==> config.mk <==
export PLATFORM = sky130hd
export DESIGN_NAME = tlp_trace_filter
export DESIGN_NICKNAME = d
export VERILOG_FILES = /design/src/rtl/tlp_filt_pkg.sv /design/src/rtl/tlp_filt_match.sv /design/src/rtl/tlp_filt_emit.sv /design/src/rtl/tlp_trace_filter.sv
export SDC_FILE = /design/constraint.sdc
export NUM_CORES = 1
export LEC_CHECK = 0
export ABC_AREA = 0
export BUFFER_PORTS_ARGS = -buffer_cell sky130_fd_sc_hd__buf_2
export CORE_UTILIZATION = 35
export DETAILED_ROUTE_END_ITERATION = 8
export MAX_ROUTING_LAYER = met4
export PLACE_DENSITY_LB_ADDON = 0.08
export SYNTH_ARGS = -nofsm -noshare
export SYNTH_HDL_FRONTEND = slang
export SYNTH_SLANG_ARGS = --single-unit
==> constraint.sdc <==
create_clock -name clk -period 16.2 [get_ports clk]
set_input_delay 0.81 -clock clk [delete_from_list [all_inputs] [get_ports clk]]
set_output_delay 0.81 -clock clk [all_outputs]
set_load 0.05 [all_outputs]
==> src/rtl/tlp_filt_pkg.sv <==
package tlp_filt_pkg;

    typedef enum logic [1:0] {
        CLS_POSTED    = 2'd0,
        CLS_NONPOSTED = 2'd1,
        CLS_COMPL     = 2'd2,
        CLS_OTHER     = 2'd3
    } pkt_class_e;

    typedef enum logic {
        ST_IDLE = 1'b0,
        ST_SEND = 1'b1
    } emit_state_e;

    typedef struct packed {
        logic [15:0] target;
        logic        rid_mode;
        logic        wide;
        logic [3:0]  cls_sel;
        logic [1:0]  dir_sel;
        logic        en;
    } cfg_t;

    function automatic cfg_t unpack_cfg(input logic [31:0] w);
        cfg_t c;
        c.en       = w[0];
        c.dir_sel  = w[3:2];
        c.cls_sel  = w[7:4];
        c.wide     = w[14];
        c.rid_mode = w[15];
        c.target   = w[31:16];
        return c;
    endfunction

endpackage

==> src/rtl/tlp_filt_match.sv <==
module tlp_filt_match
    import tlp_filt_pkg::*;
#(
    parameter int PORT_W = 4
) (
    input  cfg_t              cfg,
    input  logic              dir_out,
    input  logic [1:0]        cls,
    input  logic [PORT_W-1:0] port,
    input  logic [15:0]       rid,
    output logic              pass
);
    logic       class_ok;
    logic       target_ok;
    logic       dir_ok;
    logic [3:0] port_bit;

    always_comb begin
        class_ok = (cls != CLS_OTHER) && !cfg.cls_sel[3] && cfg.cls_sel[cls];
    end

    always_comb begin
        port_bit  = {port[2:0], 1'b0};
        target_ok = cfg.rid_mode ? (rid == cfg.target) : cfg.target[port_bit];
    end

    always_comb begin
        dir_ok = 1'b0;
        if (!cfg.wide) begin
            unique case (cfg.dir_sel)
                2'd0:    dir_ok = !dir_out;
                2'd1:    dir_ok = dir_out;
                default: dir_ok = 1'b1;
            endcase
        end else begin
            unique case (cfg.dir_sel)
                2'd2:    dir_ok = !dir_out && (cls != CLS_COMPL);
                2'd3:    dir_ok = !dir_out && (cls == CLS_COMPL);
                default: dir_ok = 1'b0;
            endcase
        end
    end

    assign pass = cfg.en && class_ok && target_ok && dir_ok;

endmodule

==> src/rtl/tlp_filt_emit.sv <==
module tlp_filt_emit
    import tlp_filt_pkg::*;
#(
    parameter int DW        = 32,
    parameter int MAX_WORDS = 8
) (
    input  logic                    clk,
    input  logic                    rst_n,
    input  logic                    take,
    input  logic                    wide,
    input  logic [MAX_WORDS*DW-1:0] words,
    output logic                    in_ready,
    output logic                    out_valid,
    input  logic                    out_ready,
    output logic [DW-1:0]           out_data,
    output logic                    out_last
);
    localparam int CNT_W = $clog2(MAX_WORDS);
    localparam logic [CNT_W-1:0] LAST_LONG  = CNT_W'(MAX_WORDS - 1);
    localparam logic [CNT_W-1:0] LAST_SHORT = CNT_W'(MAX_WORDS / 2 - 1);

    emit_state_e      state_q, state_nx;
    logic [CNT_W-1:0] cnt_q;
    logic [CNT_W-1:0] last_q;
    logic [DW-1:0]    rec_q [MAX_WORDS];
    logic             at_last;

    assign at_last = (cnt_q == last_q);

    always_ff @(posedge clk) begin
        if (!rst_n) state_q <= ST_IDLE;
        else        state_q <= state_nx;
    end

    always_comb begin
        state_nx = state_q;
        unique case (state_q)
            ST_IDLE: if (take) state_nx = ST_SEND;
            ST_SEND: if (out_ready && at_last) state_nx = ST_IDLE;
            default: state_nx = ST_IDLE;
        endcase
    end

    always_ff @(posedge clk) begin
        if (!rst_n) begin
            cnt_q  <= '0;
            last_q <= LAST_SHORT;
        end else if (state_q == ST_IDLE && take) begin
            cnt_q  <= '0;
            last_q <= wide ? LAST_LONG : LAST_SHORT;
        end else if (state_q == ST_SEND && out_ready && !at_last) begin
            cnt_q <= cnt_q + 1'b1;
        end
    end

    always_ff @(posedge clk) begin
        if (state_q == ST_IDLE && take) begin
            for (int i = 0; i < MAX_WORDS; i++)
                rec_q[i] <= words[i*DW +: DW];
        end
    end

    always_comb begin
        in_ready  = (state_q == ST_IDLE);
        out_valid = (state_q == ST_SEND);
        out_data  = rec_q[cnt_q];
        out_last  = (state_q == ST_SEND) && at_last;
    end

    // a stalled beat holds everything
    p_hold_r9: assert property (@(posedge clk) disable iff (!rst_n)
        (out_valid && !out_ready) |=> (out_valid && $stable(out_data) && $stable(out_last)));

    // no intake while emitting
    p_busy_r9: assert property (@(posedge clk) disable iff (!rst_n)
        out_valid |-> !in_ready);

    // a record never starts on its last dword
    p_first_r4: assert property (@(posedge clk) disable iff (!rst_n)
        $rose(out_valid) |-> !out_last);

    // after the final beat the block is ready again
    p_done_r10: assert property (@(posedge clk) disable iff (!rst_n)
        (out_valid && out_ready && out_last) |=> (in_ready && !out_valid));

endmodule

==> src/rtl/tlp_trace_filter.sv <==
module tlp_trace_filter
    import tlp_filt_pkg::*;
#(
    parameter int DW        = 32,
    parameter int MAX_WORDS = 8,
    parameter int PORT_W    = 4
) (
    input  logic                    clk,
    input  logic                    rst_n,
    input  logic [31:0]             cfg_ctrl,
    input  logic                    hdr_valid,
    output logic                    hdr_ready,
    input  logic                    hdr_dir,
    input  logic [1:0]              hdr_class,
    input  logic [PORT_W-1:0]       hdr_port,
    input  logic [15:0]             hdr_rid,
    input  logic [MAX_WORDS*DW-1:0] hdr_words,
    output logic                    out_valid,
    input  logic                    out_ready,
    output logic [DW-1:0]           out_data,
    output logic                    out_last
);
    cfg_t cfg;
    logic pass;
    logic take;

    assign cfg  = unpack_cfg(cfg_ctrl);
    assign take = hdr_valid && pass;

    tlp_filt_match #(.PORT_W(PORT_W)) u_match (
        .cfg     (cfg),
        .dir_out (hdr_dir),
        .cls     (hdr_class),
        .port    (hdr_port),
        .rid     (hdr_rid),
        .pass    (pass)
    );

    tlp_filt_emit #(.DW(DW), .MAX_WORDS(MAX_WORDS)) u_emit (
        .clk       (clk),
        .rst_n     (rst_n),
        .take      (take),
        .wide      (cfg.wide),
        .words     (hdr_words),
        .in_ready  (hdr_ready),
        .out_valid (out_valid),
        .out_ready (out_ready),
        .out_data  (out_data),
        .out_last  (out_last)
    );

    // disabled tracing yields no record
    p_off_r2: assert property (@(posedge clk) disable iff (!rst_n)
        (hdr_valid && hdr_ready && !cfg_ctrl[0]) |=> !out_valid);

    // wide format with direction code 0 or 1 yields no record
    p_wide_rsv_r8: assert property (@(posedge clk) disable iff (!rst_n)
        (hdr_valid && hdr_ready && cfg_ctrl[14] && !cfg_ctrl[3]) |=> !out_valid);

    // an idle emitter always accepts headers
    p_idle_rdy_r1: assert property (@(posedge clk) disable iff (!rst_n)
        !out_valid |-> hdr_ready);

endmodule

==> results.cfg <==
[place]
place.gp.congestion = 0.813
place.detailed.hpwl_mm = 15.6
detailed_place.area_um2 = 12400
port_buffers = 341
dp.cells = 1149

[timing]
worstMarginPinSlew_ps = 1050
setup_tns_ps = 0
slew_headroom_pct = 29.7
rsz0062_at_grt = no
maxSlewViolCount = 0
setup_viol = 0
clock_skew_ps = 9.10
hold_viol_final = 0
fmax_ghz = 0.250
post-route-period-util_pct = 24.7
fin_crit_ps = 3990

[cells_and_area]
fin_cells = 1212
syn_to_final_growth_pct = 29.9
fin_nets = 1112
drive_gt1_share_pct = 59.5
finalInstanceArea_um2 = 13200
n_fill_cell = 2546

[pwr]
pwr-share-seq_pct = 53.7
power_density_nw_per_um2 = 106
p_leak_nw = 4.74
power.share.combinational_pct = 3.7
switching_share_pct = 19.7
internal_power_mw = 1.12
power.switching_uw = 275
clkPwrFrac_pct = 42.6
peakVddDrop_mv = 0.0727

[floorplan]
fp-row-count = 62
pin_count = 350
dieHeight_um = 173
design.die.area_um2 = 29800
core-area_um2 = 28700
dieWidth_um = 173
start_util_pct = 35.5

[worst_hold_path]
hold_depth = 1
whs_endpoint = u_emit.rec_q[6][22]
worst_hold_path_type = in -> reg
worstHoldStart = hdr_words[214]

[synthesis]
ys_seq_area_share_pct = 77.0
yosys_warnings = 0
synth.distinct_cells = 29
ys_ff_latch = 264
syn_area_um2 = 10200
syn_area_per_cell_um2 = 23.3
synth_nets = 754
netlist_instances = 438

[clock_network]
cts.repair.resized = 0
cts_tree = yes
cts_hold_buf = 0
htreeDepth = 1
cts_buffer_depth = 3
cts_buffers = 29
path_clk_slew_ps = 60
clock_latency_ps = 530
cts_root_buffer = clkbuf_16
clock_sinks = 264
post_cts_buffers = 0

[grt]
overflow = 0
grt_pass1_wl_mm = 35.0
grtUsageTotal_pct = 15.8
antenna_found_initial = 8
grt_max_degree = 184
grt_pass1_vias = 6385

[critical_path]
crit_arrival_ps = 3180
rr_endpoint = u_emit.rec_q[5][15]
ff2ff_path_depth = 5
rr_startpoint = u_emit.out_valid
r2r_slack_ps = 13120
crit_path_start_kind = register
critPathMaxFanout = 36
path_class = reg -> out
cp.required_ps = 15390
end_kind = output port

[job]
maxCapViolations = 0

[routing]
dr_wl_met3_mm = 1.89
viasPerCell = 4.65
drt-initial-drc-count = 323
wl_per_cell_um = 18.9
met1_length_mm = 8.69
drc = 0
wl_met2_mm = 11.7
vias = 5632
top_layer_used = met4
ant_nets = 0
totalWireLength_mm = 22.9
dr.pass1.iters = 6

[outcome]
status = complete, no violations
## synth_stat cells
cell type    n  area share (%)
nand2_1      4            0.15
nor2_1       5            0.18
a221oi_1     1           0.086
nand3_1      3            0.15
xnor2_1     18             1.5
a211oi_4     1            0.20
nor3b_1      4            0.29
buf_2        7            0.34
a21oi_1      1           0.049
mux2i_1      5            0.49
ha_1         1            0.12
and3_1       1           0.061
buf_1        1           0.037
mux4_2      65              14
mux4_1       1            0.26
o22ai_1      1           0.061
nand4_1      4            0.25
dfxtp_1      8             1.6
o21a_1       1           0.074
inv_1        2           0.074
or2_1        1           0.061
clkbuf_1    10            0.37
o21ai_0      1           0.049
a31oi_1      1           0.061
nand2b_1     1           0.061
nand3b_1     1           0.074
mux2_2      32             3.5
nor4_1       1           0.061
edfxtp_1   256              75
## sequential cells by signal, indices dropped and copies added (netlist names), named ones only
register / cells
u_emit.rec_q: 256
u_emit.cnt_q: 3
u_emit.last_q: 1
u_emit.out_valid: 1
## layout by cell type (no fill, tap or decap), drive strengths merged
master and n:
clkinv 20, nand3 3, edfxtp 256, a211oi 1
nand2 4, nand4 4, a31oi 1, a221oi 1
bufinv 1, nor2 5, o22ai 1, diode 10
inv 2, buf 345, clkbuf 32, nand2b 1
xnor2 18, or2 1, nor4 1, o21a 1
mux2i 5, o21ai 1, mux4 66, nor3b 4
a21oi 1, and3 1, nand3b 1, ha 1
dfxtp 8, mux2 32
## power by group through the flow
stage	Clock, mW	Combinational (mW)	Sequential (mW)
after detailed placement	0	0.0520	0.766
after global placement	0	0.0494	0.766
after floorplan	0	0.0116	0.767
after global routing	0.638	0.0567	0.751
after CTS	0.615	0.0524	0.752
final	0.595	0.0515	0.752
## how the worst max path moves through the flow
stage / endpoint / slack, ps / startpoint / depth (start not counted)
detailed placement: u_emit.rec_q[2][15] / 11960 / cfg_ctrl[26] / 8
global placement: u_emit.rec_q[2][15] / 12120 / cfg_ctrl[16] / 8
finish: out_data[12] / 12210 / register / 4
global route: out_data[31] / 11910 / register / 4
floorplan: u_emit.last_q[2] / 7450 / hdr_port[1] / 5
CTS: out_data[31] / 12030 / register / 4
## cell families after synthesis
| logic type | count (synthesis) | synth area share [%] |
|---|---|---|
| xor+xnor | 18 | 1.55 |
| mux | 103 | 18.6 |
| compound gates | 7 | 0.577 |
| fa+ha+maj | 1 | 0.123 |
| buf+inv | 20 | 0.822 |
| flops | 264 | 77.0 |
| simple gates | 25 | 1.34 |
## per-layer routing
| layer | GRT usage (%) | up-vias |
|---|---|---|
| li1 | - | 2583 |
| met1 | 17.8 | 2785 |
| met2 | 27.2 | 223 |
| met3 | 5.08 | 41 |
| met4 | 4.09 | 0 |
| met5 | - | - |
## final cells by class
cell class | count | area, um2 | share of cell area (%)
timing repair buffer | 345 | 1750 | 13.2
clock buffer | 32 | 737 | 5.56
tap | 384 | 480 | 3.63
sequential | 264 | 7860 | 59.3
antenna | 10 | 25.0 | 0.189
clock inverter | 21 | 123 | 0.926
inverter | 2 | 7.51 | 0.0567
multi-input combinational | 154 | 2270 | 17.1
## critical path, cell delays in order (launching register included)
cell	delay [ps]
dfxtp_4	770
buf_4	760
mux4_2	600
mux2_2	280
buf_2	210
## through the flow
step | utilization, % | setup slack [ps] | total power, mW | hold slack [ps]
floorplan | - | 7450 | 0.778 | 460
global placement | 43.1 | 12120 | 0.815 | 476
detailed placement | 43.1 | 11960 | 0.818 | 508
CTS | 46.1 | 12030 | 1.42 | 415
global route | 46.1 | 11910 | 1.45 | 419
finish | 46.1 | 12210 | 1.40 | 445
No activity file was read; power rests on OpenSTA's default activity.
